--- src/rtl/cmp_event_pkg.sv ---
package cmp_event_pkg;

    localparam int MODE_W = 4;

    localparam logic [MODE_W-1:0] MODE_CMP_FLAG = 4'b1010;
    localparam logic [MODE_W-1:0] MODE_CMP_EVT  = 4'b1011;

    typedef struct packed {
        logic prev;
        logic flag;
        logic evt;
        logic adc;
    } match_st_t;

    function automatic logic mode_is_active(input logic [MODE_W-1:0] m);
        return (m == MODE_CMP_FLAG) || (m == MODE_CMP_EVT);
    endfunction

endpackage

--- src/rtl/cmp_evt_timer.sv ---
module cmp_evt_timer #(
    parameter int W = 16
) (
    input  logic         clk,
    input  logic         rst_n,
    input  logic         en,
    input  logic         clr,
    input  logic         ovf_clr,
    output logic [W-1:0] cnt,
    output logic         ovf
);

    typedef struct packed {
        logic [W-1:0] cnt;
        logic         ovf;
    } tmr_st_t;

    tmr_st_t st_d, st_q;
    logic    wrap;

    always_comb begin
        st_d = st_q;
        wrap = en && !clr && (&st_q.cnt);
        if (clr) begin
            st_d.cnt = '0;
        end else if (en) begin
            st_d.cnt = st_q.cnt + 1'b1;
        end
        st_d.ovf = wrap | (st_q.ovf & ~ovf_clr);
    end

    always_ff @(posedge clk or negedge rst_n) begin
        if (!rst_n) begin
            st_q <= '0;
        end else begin
            st_q <= st_d;
        end
    end

    assign cnt = st_q.cnt;
    assign ovf = st_q.ovf;

    a_r5_clear_zero: assert property (@(posedge clk) disable iff (!rst_n)
        clr |=> (cnt == '0));

    a_r6_no_overflow: assert property (@(posedge clk) disable iff (!rst_n)
        clr |=> !$rose(ovf));

    a_r2_step: assert property (@(posedge clk) disable iff (!rst_n)
        (!clr && !en) |=> $stable(cnt));

endmodule

--- src/rtl/cmp_evt_match.sv ---
module cmp_evt_match
    import cmp_event_pkg::*;
#(
    parameter int W        = 16,
    parameter bit HAS_TRIG = 1'b1,
    parameter bit HAS_ADC  = 1'b1
) (
    input  logic              clk,
    input  logic              rst_n,
    input  logic [MODE_W-1:0] mode,
    input  logic [W-1:0]      cmp_val,
    input  logic [W-1:0]      cnt_sel,
    input  logic              adc_en,
    input  logic              flag_clr,
    output logic              clr_req,
    output logic              flag,
    output logic              evt,
    output logic              adc
);

    match_st_t st_d, st_q;
    logic      active;
    logic      evt_mode;
    logic      hit;
    logic      fire;

    always_comb begin
        active   = mode_is_active(mode);
        evt_mode = HAS_TRIG && (mode == MODE_CMP_EVT);
        hit      = active && (cmp_val == cnt_sel);
        fire     = hit && !st_q.prev;
        clr_req  = fire && evt_mode;

        st_d      = st_q;
        st_d.prev = hit;
        st_d.flag = fire | (st_q.flag & ~flag_clr);
        st_d.evt  = clr_req;
        st_d.adc  = clr_req && HAS_ADC && adc_en;
    end

    always_ff @(posedge clk or negedge rst_n) begin
        if (!rst_n) begin
            st_q <= '0;
        end else begin
            st_q <= st_d;
        end
    end

    assign flag = st_q.flag;
    assign evt  = st_q.evt;
    assign adc  = st_q.adc;

    a_r3_flag_set: assert property (@(posedge clk) disable iff (!rst_n)
        fire |=> flag);

    a_r4_single_event: assert property (@(posedge clk) disable iff (!rst_n)
        evt |=> !evt);

    a_r7_adc_with_evt: assert property (@(posedge clk) disable iff (!rst_n)
        adc |-> evt);

    a_r9_inactive_quiet: assert property (@(posedge clk) disable iff (!rst_n)
        !active |=> (!evt && !adc && (flag -> $past(flag))));

    generate
        if (!HAS_TRIG) begin : g_no_trig
            a_r8_no_event: assert property (@(posedge clk) disable iff (!rst_n)
                !evt && !clr_req);
        end
        if (!HAS_ADC) begin : g_no_adc
            a_r7_no_adc: assert property (@(posedge clk) disable iff (!rst_n)
                !adc);
        end
    endgenerate

endmodule

--- src/rtl/cmp_event_unit.sv ---
module cmp_event_unit
    import cmp_event_pkg::*;
#(
    parameter int W        = 16,
    parameter bit HAS_TRIG = 1'b1,
    parameter bit HAS_ADC  = 1'b1
) (
    input  logic              clk,
    input  logic              rst_n,
    input  logic              mode_wr,
    input  logic [MODE_W-1:0] mode_wdata,
    input  logic              cmp_wr,
    input  logic [W-1:0]      cmp_wdata,
    input  logic              tmr_sel,
    input  logic              tmr_en_a,
    input  logic              tmr_en_b,
    input  logic              adc_enable,
    input  logic              cmp_flag_clr,
    input  logic              ovf_clr_a,
    input  logic              ovf_clr_b,
    output logic [W-1:0]      cnt_a,
    output logic [W-1:0]      cnt_b,
    output logic              ovf_a,
    output logic              ovf_b,
    output logic              cmp_flag,
    output logic              evt_pulse,
    output logic              adc_start
);

    localparam int N_TMR = 2;

    typedef struct packed {
        logic [MODE_W-1:0] mode;
        logic [W-1:0]      cmp;
    } cfg_st_t;

    cfg_st_t cfg_d, cfg_q;

    logic [N_TMR-1:0] en_v;
    logic [N_TMR-1:0] oclr_v;
    logic [N_TMR-1:0] clr_v;
    logic [N_TMR-1:0] ovf_v;
    logic [W-1:0]     cnt_v [N_TMR];
    logic [W-1:0]     cnt_sel;
    logic             clr_req;

    always_comb begin
        cfg_d = cfg_q;
        if (mode_wr) cfg_d.mode = mode_wdata;
        if (cmp_wr)  cfg_d.cmp  = cmp_wdata;
    end

    always_ff @(posedge clk or negedge rst_n) begin
        if (!rst_n) begin
            cfg_q <= '0;
        end else begin
            cfg_q <= cfg_d;
        end
    end

    assign en_v   = {tmr_en_b, tmr_en_a};
    assign oclr_v = {ovf_clr_b, ovf_clr_a};

    generate
        for (genvar i = 0; i < N_TMR; i++) begin : g_tmr
            assign clr_v[i] = clr_req && (tmr_sel == i[0]);
            cmp_evt_timer #(.W(W)) tmr_i (
                .clk     (clk),
                .rst_n   (rst_n),
                .en      (en_v[i]),
                .clr     (clr_v[i]),
                .ovf_clr (oclr_v[i]),
                .cnt     (cnt_v[i]),
                .ovf     (ovf_v[i])
            );
        end
    endgenerate

    assign cnt_sel = tmr_sel ? cnt_v[1] : cnt_v[0];

    cmp_evt_match #(.W(W), .HAS_TRIG(HAS_TRIG), .HAS_ADC(HAS_ADC)) match_i (
        .clk      (clk),
        .rst_n    (rst_n),
        .mode     (cfg_q.mode),
        .cmp_val  (cfg_q.cmp),
        .cnt_sel  (cnt_sel),
        .adc_en   (adc_enable),
        .flag_clr (cmp_flag_clr),
        .clr_req  (clr_req),
        .flag     (cmp_flag),
        .evt      (evt_pulse),
        .adc      (adc_start)
    );

    assign cnt_a = cnt_v[0];
    assign cnt_b = cnt_v[1];
    assign ovf_a = ovf_v[0];
    assign ovf_b = ovf_v[1];

    a_r5_unselected_kept: assert property (@(posedge clk) disable iff (!rst_n)
        (clr_req && !tmr_sel && tmr_en_b) |=> (cnt_b == $past(cnt_b) + 1'b1));

    a_r5_one_clear: assert property (@(posedge clk) disable iff (!rst_n)
        $countones(clr_v) <= 1);

endmodule

--- config.mk ---
export PLATFORM = sky130hd
export DESIGN_NAME = cmp_event_unit
export DESIGN_NICKNAME = d
export VERILOG_FILES = /design/src/rtl/cmp_event_pkg.sv /design/src/rtl/cmp_evt_timer.sv /design/src/rtl/cmp_evt_match.sv /design/src/rtl/cmp_event_unit.sv
export SDC_FILE = /design/constraint.sdc
export NUM_CORES = 1
export LEC_CHECK = 0
export ABC_AREA = 1
export ABC_CLOCK_PERIOD_IN_PS = 3000
export BUFFER_PORTS_ARGS = -buffer_cell sky130_fd_sc_hd__buf_2
export CORE_MARGIN = 2
export CORE_UTILIZATION = 24
export CTS_CLUSTER_DIAMETER = 40
export DETAILED_ROUTE_END_ITERATION = 16
export HOLD_SLACK_MARGIN = 0.06
export PLACE_DENSITY = 0.42
export SLEW_MARGIN = 40
export SYNTH_ARGS = -nofsm -noshare
export SYNTH_HDL_FRONTEND = slang
export SYNTH_HIERARCHICAL = 1
export SYNTH_SLANG_ARGS = --single-unit
--- constraint.sdc ---
create_clock -name clk -period 3 [get_ports clk]
set_clock_uncertainty 0.15 [all_clocks]
set_input_delay 0.3 -clock clk [delete_from_list [all_inputs] [get_ports clk]]
set_output_delay 0.3 -clock clk [all_outputs]
set_load 0.01 [all_outputs]
==> out/metrics.yaml, run 1 <==
dr.pass1.iters: 4
relSlewSlack_pct: 56.1
synthMuxAreaShare_pct: 0
p_per_area_nw_per_um2: 624
rr_worst_depth: 15
layout_common_cells: "215 x nand2_1, 67 x buf_2, 63 x nor2_1, 58 x dfrtp_1, 55 x inv_1"
via_count: 3335
fillers: 1522
dp.cells: 735
cts_tree: "yes"
synth_nets: 527
cts_buffer_depth: 2
setup_ws_ps: 500
min_delay_path_depth: 3
yosysSeqAreaShare_pct: 42.1
grtUsageTotal_pct: 14.5
layout-drive-gt1-share_pct: 18.2
cts_max_level: 3
final_antenna_net_count: 0
grt_pass1_vias: 3284
synthesis.area_sq_um: 3440
reg2reg_slack_ps: 500
drt_iter0_drc: 114
cts_buffers: 9
cp_top_family: "simple AND/OR/NAND/NOR gates"
p_leak_nw: 2.48
worst-path-buf-inv: 4
gp_congestion: 0.836
clock_sinks: 58
antenna_found_initial: 0
path_clk_slew_ps: 50
yosys.area_share.simple_pct: 40.8
status: "complete, no violations"
regToRegStartpoint: "g_tmr[1].tmr_i/cnt[3]"
die_w_microns: 124
die_h_microns: 124
hold_end: "match_i/adc"
slew_viol_final: 0
cts_root_buf: "clkbuf_16"
cp.required_ps: 3060
ctsHoldBuffers: 24
grt-ovfl-total: 0
drv_cap: 0
fin_cells: 774
dp_hpwl_microns: 7590
yosys_warnings: 6
dp_slack_ps: 280
hp-class: "in -> reg"
ctsResizeCount: 0
reg2reg_to: "g_tmr[0].tmr_i/ovf"
critPathLaunchType: "flip-flop"
clock_latency_ps: 330
synth_xor_area_share_pct: 1.78
synth_seq_cells: 58
cp.depth: 15
vias_per_cell: 4.31
initial_core_util_pct: 24.7
final_common_cell: "nand2_1"
synth_fa_ha_area_share_pct: 0.726
area_growth_pct: 29.0
netlist_instances: 494
critical-path-max-stage-delay_ps: 510
avgSynthCellArea_sq_um: 6.97
timing.final.crit_share_pct: 83.3
finalNetCount: 623
rsz0062_at_grt: "false"
tightestPinTransition_ps: 659
max_freq_mhz: 400
synth_top_family_by_area: "simple AND/OR/NAND/NOR gates"
arrival_ps: 2560
critPathSlowestCell: "dfrtp_1"
n_antenna_cell: 0
worstPathCellList: "nand2_1 > nand2_1 > inv_1 > nand2_1 > o21ai_1 > nor2_1 > nand3_1 > nor2_4 > nand3_2 > inv_1 > inv_1 > nor2_1 > inv_1 > nand4_1 > o22ai_1"
setup_viol: 0
critPathKind: "reg -> reg"
portBuffers: 67
routedWlPerCell_microns: 13.1
hp-start: "adc_enable"
path_max_fanout: 17
synth_cell_type_count: 27
routed_wl_microns: 10100
utilization_pct: 31.9
synth-compound-area-share_pct: 4.58
io_pins: 68
grt_pass1_wl_microns: 16800
rows: 43
peakVddDrop_v: 0.000434
cp_common_cell: "inv_1"
final.setup.tns_ps: 0
hold_viol_final: 0
endpoint_kind: "flip-flop"
cts_setup_buffers: 0
core_area_sq_um: 13900
drc: 0
period_minus_slack_ps: 2500
die-area_sq_um: 15300
grt_max_degree: 50
## Yosys cell counts
library cell / count / area share [%]
buf_8: 1 / 0.44
nor3_1: 3 / 0.44
xor2_1: 4 / 1.0
nand3_2: 2 / 0.58
nand4_1: 10 / 1.8
nor2_2: 4 / 0.73
o22ai_1: 2 / 0.36
nand2_4: 2 / 0.65
o21ai_0: 12 / 1.7
ha_1: 2 / 0.73
buf_6: 7 / 2.3
xnor2_1: 3 / 0.76
nand3_1: 17 / 2.5
inv_6: 1 / 0.25
a21oi_1: 12 / 1.7
nor2_4: 5 / 1.6
nand2_2: 5 / 0.91
clkbuf_8: 2 / 0.80
nor2_1: 63 / 6.9
nand2_1: 215 / 23
inv_4: 1 / 0.18
o21bai_1: 2 / 0.44
o21ai_1: 2 / 0.29
nor3_4: 2 / 0.94
inv_1: 55 / 6.0
and3_1: 2 / 0.36
dfrtp_1: 58 / 42
## worst min-delay path, cell delays in order
cell	delay, ps
buf_2	100
inv_1	70
nor2_2	40
## cell families after synthesis
group                      after synthesis
xor gates and xnor gates                 7
AOI/OAI and AO/OA                       30
buffers and inverters                   67
adders and majority gates                2
DFF                                     58
and+or+nand+nor                        330
## sequential cells by signal (all words and copies together), names as in the netlist
register         count
cfg_q               20
g_tmr.tmr_i/cnt     32
g_tmr.tmr_i/ovf      2
match_i/adc          1
match_i/evt          1
match_i/flag         1
match_i/st_q         1
## worst max path at each step
stage / slack, ps / to / start
3_3_place_gp: 310 / g_tmr[0].tmr_i/ovf / tmr_sel
5_1_grt: 220 / g_tmr[0].tmr_i/ovf / g_tmr[1].tmr_i/cnt[3]
2_1_floorplan: 850 / g_tmr[0].tmr_i/cnt[7] / tmr_sel
6_report: 500 / g_tmr[0].tmr_i/ovf / g_tmr[1].tmr_i/cnt[3]
3_5_place_dp: 280 / g_tmr[0].tmr_i/ovf / tmr_sel
4_1_cts: 460 / g_tmr[0].tmr_i/ovf / g_tmr[1].tmr_i/cnt[3]
## routing by layer
layer	vias up	track usage [%]	wire [microns]
li1	1707	-	-
met1	1543	18.8	4820
met2	75	23.5	4710
met3	10	4.49	516
met4	0	3.69	89
met5	-	0	0
## power breakdown
group | switching (W) | internal [W]
clock network | 0.000354 | 0.000641
logic | 0.000411 | 0.000262
registers | 0.000208 | 0.000898
## area by class of cell
type | instances | area [sq um] | share of cell area (%)
timing repair buffer | 95 | 606 | 13.6
sequential | 58 | 1450 | 32.7
multi-input combinational | 369 | 1650 | 37.1
clock inverter | 2 | 10.0 | 0.225
tap | 180 | 225 | 5.07
clock buffer | 13 | 280 | 6.31
inverter | 57 | 221 | 4.98
## metrics by stage
step                      total power (W)  hold WS, ps  area, sq um
after floorplan                   0.00148         -146         3440
after global placement            0.00177         47.9         3910
after detailed placement          0.00178         48.4         3910
after CTS                         0.00283         61.2         4440
after global routing              0.00298         60.4         4440
final                             0.00277         71.3         4440
No activity file was read; power rests on OpenSTA's default activity.
==> run 2: changes to the inputs <==
--- a/config.mk
+++ b/config.mk
@@ -6,7 +6,7 @@
 export NUM_CORES = 1
 export LEC_CHECK = 0
 export ABC_AREA = 1
-export ABC_CLOCK_PERIOD_IN_PS = 3000
+export ABC_CLOCK_PERIOD_IN_PS = 2400
 export BUFFER_PORTS_ARGS = -buffer_cell sky130_fd_sc_hd__buf_2
 export CORE_MARGIN = 2
 export CORE_UTILIZATION = 24
==> constraint.sdc (replaced) <==
create_clock -name clk -period 2.4 [get_ports clk]
set_clock_uncertainty 0.15 [all_clocks]
set_input_delay 0.24 -clock clk [delete_from_list [all_inputs] [get_ports clk]]
set_output_delay 0.24 -clock clk [all_outputs]
set_load 0.01 [all_outputs]
==> out/metrics.yaml, run 2 (synthesis results as in run 1) <==
critical-path-max-stage-delay_ps: 400  # -110 ps
worst-path-buf-inv: 4  # unchanged
layout-drive-gt1-share_pct: 23.3  # +5.1 points
clock_sinks: 58  # unchanged
rsz0062_at_grt: "false"
path_clk_slew_ps: 50  # about the same
tightestPinTransition_ps: 387  # -272 ps
rr_worst_depth: 15  # unchanged
clock_latency_ps: 330  # about the same
setup_ws_ps: 198  # -302 ps
critPathLaunchType: "flip-flop"
status: "complete, no violations"
antenna_found_initial: 0  # unchanged
fin_cells: 816  # +5.4%
cts_buffer_depth: 2  # unchanged
cts_buffers: 9  # unchanged
initial_core_util_pct: 24.7  # unchanged
cts_root_buf: "clkbuf_16"
largest_register_ffs: 32  # unchanged
cts_max_level: 3  # unchanged
grt_max_degree: 26  # -48%
grt_pass1_wl_microns: 17000  # +1.3%
routed_wl_microns: 10300  # +2.0%
max_freq_mhz: 454  # +14%
arrival_ps: 2270  # -290 ps
area_growth_pct: 39.1
cp_common_cell: "nand2_1"
cts_tree: "yes"
n_antenna_cell: 0  # unchanged
path_max_fanout: 17  # unchanged
layout_common_cells: "215 x nand2_1, 67 x buf_2, 62 x nor2_1, 57 x dfrtp_1, 53 x inv_1"
io_pins: 68  # unchanged
drc: 0  # unchanged
hp-class: "in -> reg"
relSlewSlack_pct: 74.2  # +18 points
hold_ws_ps: 105  # +33.4 ps
critPathKind: "reg -> reg"
portBuffers: 67  # unchanged
p_per_area_nw_per_um2: 748  # +20%
timing.final.crit_share_pct: 91.7  # +8.4 points
dp_hpwl_microns: 7890  # +3.9%
drv_cap: 0  # unchanged
finalNetCount: 665  # +6.7%
dp.cells: 771  # +4.9%
final_antenna_net_count: 0  # unchanged
vias_per_cell: 4.18  # -3.1%
dr.pass1.iters: 4  # unchanged
die_w_microns: 124  # unchanged
setup_viol: 0  # unchanged
drt_iter0_drc: 170  # +49%
via_count: 3407  # +2.2%
slew_viol_final: 0  # unchanged
cp.depth: 15  # unchanged
final_common_cell: "nand2_1"
core_area_sq_um: 13900  # unchanged
cp.required_ps: 2460  # -600 ps
gp_congestion: 0.770  # -7.9%
die_h_microns: 124  # unchanged
critPathSlowestCell: "dfrtp_1"
worstPathCellList: "nand2_1 > nand2_1 > xnor2_1 > nand2_1 > nor2_2 > nand3_2 > nor2_4 > nand3_2 > inv_1 > inv_1 > nor2_4 > clkinvlp_4 > buf_12 > nand4_1 > o22ai_1"
endpoint_kind: "flip-flop"
die-area_sq_um: 15300  # unchanged
final.setup.tns_ps: 0  # unchanged
peakVddDrop_v: 0.000269  # -38%
routedWlPerCell_microns: 12.7  # -3.2%
grtUsageTotal_pct: 14.8  # +0.32 points
cp_top_family: "simple AND/OR/NAND/NOR gates"
p_leak_nw: 2.68  # +7.8%
hold_viol_final: 0  # unchanged
grt-ovfl-total: 0  # unchanged
min_delay_path_depth: 3  # unchanged
dp_slack_ps: -94.3  # -374 ps
grt_pass1_vias: 3378  # +2.9%
rows: 43  # unchanged
period_minus_slack_ps: 2200  # -298 ps
run 2: cell types whose count changed in the layout (fill, tap and decap cells not counted), sizes merged:
cell,before,now
dlygate4sd3,24,29
buf,71,108
clkinvlp,0,1
clkbuf,13,12
clkinv,2,3
inv,57,56
run 2: layout make-up:
type	instances	area (sq um)
fill	1548	9140
multi-input combinational	369	1660
sequential	58	1450
timing repair buffer	137	958
clock buffer	12	256
inverter	57	225
tap	180	225
clock inverter	3	15.0
run 2: path summary, 6_finish.rpt:
| check | slack (ps) | from | end |
|---|---|---|---|
| max | 200 | g_tmr[0].tmr_i/cnt[8] | g_tmr[0].tmr_i/ovf |
| min | 100 | tmr_en_a | g_tmr[0].tmr_i/cnt[0] |
| max reg2reg | 200 | g_tmr[0].tmr_i/cnt[8] | g_tmr[0].tmr_i/ovf |
| min reg2reg | 330 | cfg_q[7] | cfg_q[7] |
| max in group asynchronous | 1200 | rst_n | match_i/flag |
| min in group asynchronous | 210 | rst_n | cfg_q[7] |
run 2: report_power, final:
group | switching [W] | total (W) | internal (W)
registers | 0.000113 | 0.00124 | 0.00112
clock network | 0.000442 | 0.00118 | 0.000743
logic | 0.000692 | 0.00116 | 0.000469
total | 0.00125 | 0.00358 | 0.00234
run 2: tightest hold or removal path, stage by stage:
cell	delay, ps
buf_2	160
nand2_1	80
o21ai_0	60
run 2: per-layer routing:
metal	part of all wire [%]	track usage, %	up-vias
met3	3.8	3.98	11
met2	46	23.6	58
met1	49	19.9	1547
met4	1.0	3.62	0
li1	-	-	1791
met5	0	0	-
run 2: metrics by stage:
| step | instance area (sq um) | total power, W | utilization [%] |
|---|---|---|---|
| after floorplan | 3440 | 0.00186 | - |
| after global placement | 4200 | 0.00239 | 30.1 |
| after detailed placement | 4200 | 0.00239 | 30.1 |
| after CTS | 4760 | 0.00364 | 34.1 |
| after global routing | 4790 | 0.00384 | 34.4 |
| final | 4790 | 0.00358 | 34.4 |
run 2: timing repair:
| action | CTS | global route |
|---|---|---|
| resized for setup | 0 | 5 |
| setup endpoints to repair | 0 | 20 |
| endpoints found under the hold margin | 39 | 0 |
| hold buffers | 29 | 0 |
| setup buffers | 0 | 1 |
